`src/rtl/burst_rd_seq_pkg.sv`:
```
package burst_rd_seq_pkg;
  localparam int LAT_W    = 3;
  localparam int LAT_BASE = 2;
  localparam int CNT_W    = LAT_W + 1;
  localparam int CFG_W    = LAT_W + 2;

  typedef struct packed {
    logic             half;
    logic [LAT_W-1:0] lat;
    logic             fall;
  } cfg_t;

  typedef enum logic [1:0] {
    ST_IDLE  = 2'd0,
    ST_LAT   = 2'd1,
    ST_BURST = 2'd2
  } seq_st_t;
endpackage

```
`src/rtl/brs_edge.sv`:
```
module brs_edge (
  input  logic clk,
  input  logic rst,
  input  logic bclk,
  input  logic lat_n,
  input  logic fall,
  output logic kedge,
  output logic lat_rise
);
  logic bclk_d;
  logic lat_d;

  always_ff @(posedge clk) begin
    if (rst) begin
      bclk_d <= 1'b0;
      lat_d  <= 1'b1;
    end else begin
      bclk_d <= bclk;
      lat_d  <= lat_n;
    end
  end

  always_comb begin
    if (fall) kedge = bclk_d & ~bclk;
    else      kedge = ~bclk_d & bclk;
    lat_rise = lat_n & ~lat_d;
  end
endmodule

```
`src/rtl/brs_ctrl.sv`:
```
module brs_ctrl
  import burst_rd_seq_pkg::*;
(
  input  logic             clk,
  input  logic             rst,
  input  logic             kedge,
  input  logic             lat_rise,
  input  logic             cen_n,
  input  logic             lat_n,
  input  logic             adv_n,
  input  logic             rdy,
  input  logic [LAT_W-1:0] cfg_lat,
  input  logic             cfg_half,
  output logic             load,
  output logic             first,
  output logic             step,
  output seq_st_t          st
);
  logic [CNT_W-1:0] cnt;
  logic             ph;
  logic             half_r;

  always_comb begin
    load  = (st == ST_IDLE) && !cen_n && ((kedge && !lat_n) || lat_rise);
    first = (st == ST_LAT) && !cen_n && kedge && (cnt == CNT_W'(1));
    step  = (st == ST_BURST) && !cen_n && kedge && rdy && !adv_n
            && (!half_r || ph);
  end

  always_ff @(posedge clk) begin
    if (rst) begin
      st     <= ST_IDLE;
      cnt    <= '0;
      ph     <= 1'b0;
      half_r <= 1'b0;
    end else if (cen_n) begin
      st <= ST_IDLE;
    end else begin
      unique case (st)
        ST_IDLE: begin
          if (load) begin
            st     <= ST_LAT;
            cnt    <= CNT_W'(cfg_lat) + CNT_W'(LAT_BASE);
            half_r <= cfg_half;
          end
        end
        ST_LAT: begin
          if (first) begin
            st <= ST_BURST;
            ph <= 1'b0;
          end else if (kedge) begin
            cnt <= cnt - CNT_W'(1);
          end
        end
        ST_BURST: begin
          if (kedge) ph <= ~ph;
        end
        default: st <= ST_IDLE;
      endcase
    end
  end

  // the latency counter never reaches zero while waiting
  assert_lat_cnt_live_R5: assert property (@(posedge clk) disable iff (rst)
    (st == ST_LAT) |-> (cnt != '0));
endmodule

```
`src/rtl/brs_data.sv`:
```
module brs_data #(
  parameter int AW = 19,
  parameter int DW = 32
) (
  input  logic          clk,
  input  logic          rst,
  input  logic          load,
  input  logic          first,
  input  logic          step,
  input  logic          stop,
  input  logic [AW-1:0] addr_in,
  input  logic [DW-1:0] mem_rdata,
  output logic [AW-1:0] ptr,
  output logic [DW-1:0] dq_out,
  output logic          dq_oe
);
  localparam logic [AW-1:0] TOP = '1;

  always_ff @(posedge clk) begin
    if (rst) begin
      ptr    <= '0;
      dq_out <= '0;
      dq_oe  <= 1'b0;
    end else begin
      if (load) ptr <= addr_in;
      else if (first || step) begin
        ptr    <= ptr + AW'(1);
        dq_out <= mem_rdata;
      end
      if (stop)       dq_oe <= 1'b0;
      else if (first) dq_oe <= 1'b1;
    end
  end

  // stepping from the top address lands on zero
  assert_wrap_R9: assert property (@(posedge clk) disable iff (rst)
    (step && ptr == TOP) |=> (ptr == '0));
endmodule

```
`src/rtl/burst_rd_seq.sv`:
```
module burst_rd_seq
  import burst_rd_seq_pkg::*;
#(
  parameter int AW = 19,
  parameter int DW = 32
) (
  input  logic             clk,
  input  logic             rst,
  input  logic             bclk,
  input  logic             cen_n,
  input  logic             lat_n,
  input  logic             adv_n,
  input  logic             rdy,
  input  logic [CFG_W-1:0] cfg,
  input  logic [AW-1:0]    addr_in,
  input  logic [DW-1:0]    mem_rdata,
  output logic [AW-1:0]    mem_addr,
  output logic [DW-1:0]    dq_out,
  output logic             dq_oe
);
  cfg_t    c;
  logic    kedge, lat_rise, load, first, step;
  seq_st_t st;

  assign c = cfg_t'(cfg);

  brs_edge u_edge (
    .clk(clk), .rst(rst), .bclk(bclk), .lat_n(lat_n), .fall(c.fall),
    .kedge(kedge), .lat_rise(lat_rise)
  );

  brs_ctrl u_ctrl (
    .clk(clk), .rst(rst), .kedge(kedge), .lat_rise(lat_rise),
    .cen_n(cen_n), .lat_n(lat_n), .adv_n(adv_n), .rdy(rdy),
    .cfg_lat(c.lat), .cfg_half(c.half),
    .load(load), .first(first), .step(step), .st(st)
  );

  brs_data #(.AW(AW), .DW(DW)) u_data (
    .clk(clk), .rst(rst), .load(load), .first(first), .step(step),
    .stop(cen_n), .addr_in(addr_in), .mem_rdata(mem_rdata),
    .ptr(mem_addr), .dq_out(dq_out), .dq_oe(dq_oe)
  );

  // a capture loads the start address
  assert_capture_R2: assert property (@(posedge clk) disable iff (rst)
    load |=> (mem_addr == $past(addr_in)));
  // ready low freezes address and data during a burst
  assert_stall_R7: assert property (@(posedge clk) disable iff (rst)
    (st == ST_BURST && !rdy && !cen_n) |=> ($stable(mem_addr) && $stable(dq_out)));
  // deselect drops the output
  assert_deselect_R10: assert property (@(posedge clk) disable iff (rst)
    cen_n |=> !dq_oe);
  assert_idle_quiet_R10: assert property (@(posedge clk) disable iff (rst)
    (st == ST_IDLE) |-> !dq_oe);
  // no burst-clock edge, no new data
  assert_no_edge_hold_R11: assert property (@(posedge clk) disable iff (rst)
    !kedge |=> $stable(dq_out));
endmodule

```
`config.mk`:
```
export PLATFORM = sky130hd
export DESIGN_NAME = burst_rd_seq
export DESIGN_NICKNAME = d
export VERILOG_FILES = /design/src/rtl/burst_rd_seq_pkg.sv /design/src/rtl/brs_edge.sv /design/src/rtl/brs_ctrl.sv /design/src/rtl/brs_data.sv /design/src/rtl/burst_rd_seq.sv
export SDC_FILE = /design/constraint.sdc
export NUM_CORES = 1
export LEC_CHECK = 0
export BUFFER_PORTS_ARGS = -buffer_cell sky130_fd_sc_hd__clkbuf_2
export CAP_MARGIN = 10
export CORE_MARGIN = 2
export CORE_UTILIZATION = 30
export CTS_CLUSTER_SIZE = 10
export DETAILED_ROUTE_END_ITERATION = 10
export GPL_TIMING_DRIVEN = 0
export SYNTH_ARGS = -nofsm -noshare
export SYNTH_HDL_FRONTEND = slang
export SYNTH_SLANG_ARGS = --single-unit
export TNS_END_PERCENT = 1
```
`constraint.sdc`:
```
create_clock -name clk -period 4.4 [get_ports clk]
set_input_delay 0.44 -clock clk [delete_from_list [all_inputs] [get_ports clk]]
set_output_delay 0.44 -clock clk [all_outputs]
set_load 0.1 [all_outputs]
```
### Yosys cells after proc, flatten, opt, wreduce, memory -nomap -nowiden

Cells that the tools add are included.
W data, S select, Z words.

| operators by class | value |
|---|---|
| add/sub/neg operators | 3 |
| equality and inequality tests | 8 |
| mux-type cells | 13 |
| bitwise logic cells | 10 |
| reduce and logical (&&, ||, !) cells | 28 |

Operator list:

| kind | number |
|---|---|
| $mux W19 | 2 |
| $add A19 B1 Y19 const B | 1 |
| $mux W4 | 3 |
| $logic_and A1 B1 Y1 | 11 |
| $pmux W4 S2 | 1 |
| $not A1 Y1 | 7 |
| $ne A2 B1 Y1 const B | 3 |
| $pmux W2 S3 | 1 |
| $reduce_and A3 Y1 | 2 |
| $reduce_bool A2 Y1 | 3 |
| $reduce_and A5 Y1 | 1 |
| $add A3 B2 Y4 const B | 1 |
| $eq A4 B1 Y1 const B | 1 |
| $logic_not A1 Y1 | 4 |
| $mux W2 | 2 |
| $ne A2 B2 Y1 const B | 2 |
| $reduce_and A4 Y1 | 1 |
| $sub A4 B1 Y4 const B | 1 |
| $and A1 B1 Y1 | 3 |
| $logic_or A1 B1 Y1 | 3 |
| $mux W1 | 3 |
| $eq A2 B1 Y1 const B | 1 |
| $eq A2 B2 Y1 const B | 1 |
| $logic_not A2 Y1 | 1 |
| 3 further kinds | 3 |

| storage, ports and cells | value |
|---|---|
| register bits after elaboration | 62 |
| bits of input ports | 63 |
| output and inout bits | 52 |
| word-level logic and storage cells | 71 |

### Depth between registers and ports, before layout

| logic depth | value |
|---|---|
| depth after elaboration | 10 |
| depth in mapped cells | 10 |
| gate-level depth less buffers | 7 |

### Modules after synthesis

A second synthesis with hierarchy kept.

| second synthesis, totals | value |
|---|---|
| cells, all modules | 338 |
| area total of the unflattened synthesis | 2762.6 um^2 |

Modules (own cells, without submodules):

| module | instances | cells an instance | area each (um^2) | seq. area each (um^2) |
|---|---|---|---|---|
| brs_data | 1 | 264 | 2145.8 | 1041.0 |
| brs_ctrl | 1 | 66 | 535.5 | 160.2 |
| brs_edge | 1 | 8 | 81.3 | 40.0 |

### Worst setup path before layout

Ideal clock, no wire load.

| timing | value |
|---|---|
| path kind | register to register |
| start | reg u_data.ptr[0] |
| end | reg u_data.ptr[16] |
| setup time | 75 ps |
| arrival time | 2473 ps |
| required time | 4325 ps |
| slack | 1852 ps |
| cell stages (with the launch flop) | 7 |
| path buffers | 0 |
| period minus slack after synthesis | 2548 ps |
| cells stage by stage | dfxtp_1 ha_1 nand4_1 nor3_1 nand3_1 or3_1 a31oi_1 |

| on the way | value |
|---|---|
| cells in the longest elaborated chain, start to end | 3 |

Ends and longest elaborated chain:

| element | RTL line | RTL |
|---|---|---|
| start, declared | brs_data.sv:13 | `output logic [AW-1:0] ptr,` |
| start signal, assigned | brs_data.sv:25 | `if (load) ptr <= addr_in;` |
| start signal, assigned | brs_data.sv:27 | `ptr <= ptr + AW'(1);` |
| $add A19 B1 Y19 | brs_data.sv:27 |  |
| $mux W19 | brs_data.sv:26 | `else if (first \|\| step) begin` |
| $mux W19 | brs_data.sv:25 |  |

No other way between the ends. The select of a mux whose other input is x is not followed.
A chain may end at the register's enable or synchronous reset.

### Worst setup path in the final report

| timing | value |
|---|---|
| start | reg u_ctrl.st[1] |
| end | reg u_data.dq_out[3] |

| on the way | value |
|---|---|
| cells in the longest elaborated chain, start to end | 8 |
| elaborated cells on any way between the ends | 16 |
| classes of those cells | eq/ne (2); bitwise (1); reduce/logical (13) |

Ends and longest elaborated chain:

| element | RTL line | RTL |
|---|---|---|
| start, declared | brs_ctrl.sv:17 | `output seq_st_t st` |
| start signal, assigned | brs_ctrl.sv:32 | `st <= ST_IDLE;` |
| start signal, assigned | brs_ctrl.sv:37 | `st <= ST_IDLE;` |
| start signal, assigned | brs_ctrl.sv:42 | `st <= ST_LAT;` |
| $eq A2 B2 Y1 | brs_ctrl.sv:26 | `step = (st == ST_BURST) && !cen_n && kedge && rdy && !adv_n` |
| $logic_and A1 B1 Y1 (4 in series) | brs_ctrl.sv:26 |  |
| $logic_and A1 B1 Y1 | brs_ctrl.sv:27 | `&& (!half_r \|\| ph);` |
| $logic_or A1 B1 Y1 | brs_data.sv:26 |  |
| $reduce_and A2 Y1 (no line) * | - |  |
| end signal, assigned | brs_data.sv:28 | `dq_out <= mem_rdata;` |
| end, declared | brs_data.sv:14 | `output logic [DW-1:0] dq_out,` |

Mark *: on every way between the ends. The rest lies on a longest branch, timed or not.

==> impl_results.md <==
* Status: finished, final reports clean
* Crit path max fanout at 10
* HP Class: input port to flop
* Setup Buffers After CTS at 0
* Synthesis-to-finish area growth at 29.1%
* Initial Utilization at 30.9%
* TritonCTS Buffers at 9
* Core area at 0.0104 mm²
* Reg2reg setup slack at 2.04 ns
* Final ANT Viol Nets at 0
* Avg Synthesized Cell Area at 8.20 µm²
* Setup Skew at 0.0125 ns
* Syn_nets at 463
* Final setup fails at 0
* Clk Latency, worst-skew pair at 0.35 ns
* IO Port Bufs at 113
* Primary FF master, synth: dfxtp_1
* Wire per inst at 15.0 µm
* Synth area leader: dfxtp_1
* Ports at 115
* Async SR Flop Fraction at 0%
* Setup TNS at 0 ns
* FF+latch count, synth at 62
* Top post-synthesis cells by area: dfxtp_1 (39%), nand2_1 (11%), a21oi_1 (8.0%)
* Clock net sink count at 62
* CTS clk-pin slew, worst paths at 0.08 ns
* DR pass1 iterations at 6
* Worst hold slack at 0.303 ns
* Endpoint, Worst Hold: u_data.dq_out[18]$_SDFFE_PP0P_
* Period Utilization, post-route at 53.5%
* # rows at 37
* Diodes inserted at 0
* Share of cells above drive strength 1 at 30.4%
* Worst EP required at 4.61 ns
* Area of the die at 0.0115 mm²
* Vias per cell at 5.01
* Largest net degree at the start of global routing at 13
* Die height at 107 µm
* DP HPWL at 7510 µm
* Layout Utilization at 39.9%
* CP Launch Type: flop
* CTS tree: yes
* Crit Reg-Reg Endpoint: u_data.dq_out[3]$_SDFFE_PP0P_
* Sequential element share of the synthesized area at 38.7%
* Pwr Total at 1330 µW
* VDD IR max at 0.000123 V
* RSZ-0062 raised after global routing: false
* Drt total wl at 9840 µm
* Ys Warns at 0
* Final Max Tran Viols at 0
* Worst slew margin at 49.2%
* Mapped Cells at 391
* Overflow after GRT at 0
* Pwr Density at 321 mW/mm²
* Placer Congestion at 0.815
* Least-Margin Pin Slew at 0.756 ns
* GRT Overall Usage at 17.4%
* R2R Path Start: u_ctrl.st[1]$_SDFFE_PP0P_
* DRC errors left at 0
* Hold buffer count at cts at 0
* Initial antenna violation count at 0
* Period minus WS final at 2.36 ns
* Root Driver: clkbuf_8
* Final Net Count at 587
* R2R depth at 9
* Hold_sp: mem_rdata[18]
* Fmax at 424 MHz
* Yosys cell types at 69
* Crit path kind: flop to flop
* Quantity of gates resized following cts at 0
* First-pass GRT wire length at 15800 µm
* CTS Buffer Depth at 2
* Synthesized area at 0.00320 mm²
* Hold path depth at 3
* Vias in the first global route at 3246
* Crit path arrival time at 2.56 ns
* Via count at 3288
* H-tree depth at 3
* Count of final hold-check violations at 0
* Die Wd at 107 µm
* Post-synth EDFFs at 0
* Pleak at 0.00161 µW
* Iter 0 DRT Violations at 232
* # Max-Cap Violations at 0
* CP endpoint kind: flop
* Top-area cell type share of the netlist area at 38.7%
[power breakdown]
| part | internal [µW] | switching (µW) | total (µW) |
|---|---|---|---|
| combinational | 66.5 | 154 | 220 |
| clock | 263 | 250 | 513 |
| sequential | 575 | 20.8 | 596 |
| total | 905 | 425 | 1330 |
[cell type report]
| class | instances | area (µm²) |
|---|---|---|
| fillers | 1147 | 6230 |
| multi-input cells | 301 | 1820 |
| flip-flops and latches | 62 | 1240 |
| repair buffers | 113 | 566 |
| well taps | 136 | 170 |
| clock buffers | 9 | 124 |
| plain buffers | 21 | 119 |
| clock inverters | 7 | 72.6 |
| inverters | 7 | 26.3 |
[cell families after synthesis]
| kind of cell | share of synthesized area (%) |
|---|---|
| AND/OR/NAND/NOR | 28.0 |
| AO/OA/AOI/OAI | 24.1 |
| flip-flops | 38.7 |
| buffers and inverters | 4.53 |
| adder cells (fa/ha/maj) | 3.51 |
| XOR/XNOR | 0.547 |
| multiplexers | 0.664 |
[per-stage QoR]
step / area (µm²) / instances / worst slack (ns)
final: 4140 / 656 / 2.04
after global routing: 4140 / 656 / 1.86
after CTS: 4140 / 656 / 2.06
after detailed placement: 3940 / 640 / 2.07
after global placement: 3940 / 640 / 2.12
after floorplan: 3200 / 391 / 1.85
[flip-flops by register name, summed over array words and instances (netlist names)]
signal,flops
u_data.ptr,19
u_ctrl.cnt,4
u_edge.lat_d,1
u_ctrl.ph,1
u_ctrl.half_r,1
u_edge.bclk_d,1
u_data.dq_oe,1
u_ctrl.st,2
u_data.dq_out,32
[worst max-delay path: stages, from the launching register on]
cell and delay (ns):
dfxtp_1 0.33, inv_1 0.13, ha_1 0.32, or2b_2 0.38
o22ai_4 0.24, nand3_2 0.14, buf_2 0.22, clkbuf_1 0.25
nand2_1 0.13, a21oi_1 0.07
[worst max path at each step]
stage / from / endpoint / slack (ns)
after global routing: u_ctrl.st[1]$_SDFFE_PP0P_ / u_data.dq_out[2]$_SDFFE_PP0P_ / 1.86
after detailed placement: u_ctrl.st[1]$_SDFFE_PP0P_ / u_data.dq_out[3]$_SDFFE_PP0P_ / 2.07
after CTS: u_ctrl.st[1]$_SDFFE_PP0P_ / u_data.dq_out[3]$_SDFFE_PP0P_ / 2.06
after global placement: u_ctrl.st[1]$_SDFFE_PP0P_ / u_data.ptr[12]$_SDFFE_PP0P_ / 2.12
after floorplan: u_data.ptr[0]$_SDFFE_PP0P_ / u_data.ptr[16]$_SDFFE_PP0P_ / 1.85
final: u_ctrl.st[1]$_SDFFE_PP0P_ / u_data.dq_out[3]$_SDFFE_PP0P_ / 2.04
[routing by layer]
layer	up-vias	share of wire (%)	routed length (µm)	global-route usage (%)
li1	1659	-	-	-
met2	95	48	4760	29.6
met5	-	0	0	0
met1	1525	45	4440	22.1
met4	0	1.2	117	5.22
met3	9	5.4	528	3.69
[cell usage in the layout (no fill, tap or decap), types with 4 or more instances in the layout]
cell type,synthesis,routed
dfxtp_1,62,62
a311oi_1,6,6
o21a_1,6,6
inv_1,7,7
clkbuf_1,11,11
clkbuf_8,1,10
clkbuf_2,0,113
nand2_1,95,95
or3_1,4,4
nand3_1,15,15
a31oi_1,8,8
buf_2,5,5
ha_1,9,9
nor3_1,7,7
nor2_1,14,14
a21oi_1,51,51
o21ai_0,11,11
[cells in the mapped netlist, drive strengths merged (4+ instances only)]
library cell / number
clkbuf: 12
o21a: 6
o21ai: 11
a31oi: 8
a211oi: 4
buf: 8
a311oi: 7
nand4: 4
o22ai: 4
or3: 4
ha: 9
nor2: 15
inv: 7
a21oi: 52
nand2: 96
dfxtp: 62
nor4: 4
a221oi: 4
nand3: 17
nor3: 7
No activity file was read; power rests on OpenSTA's default activity.
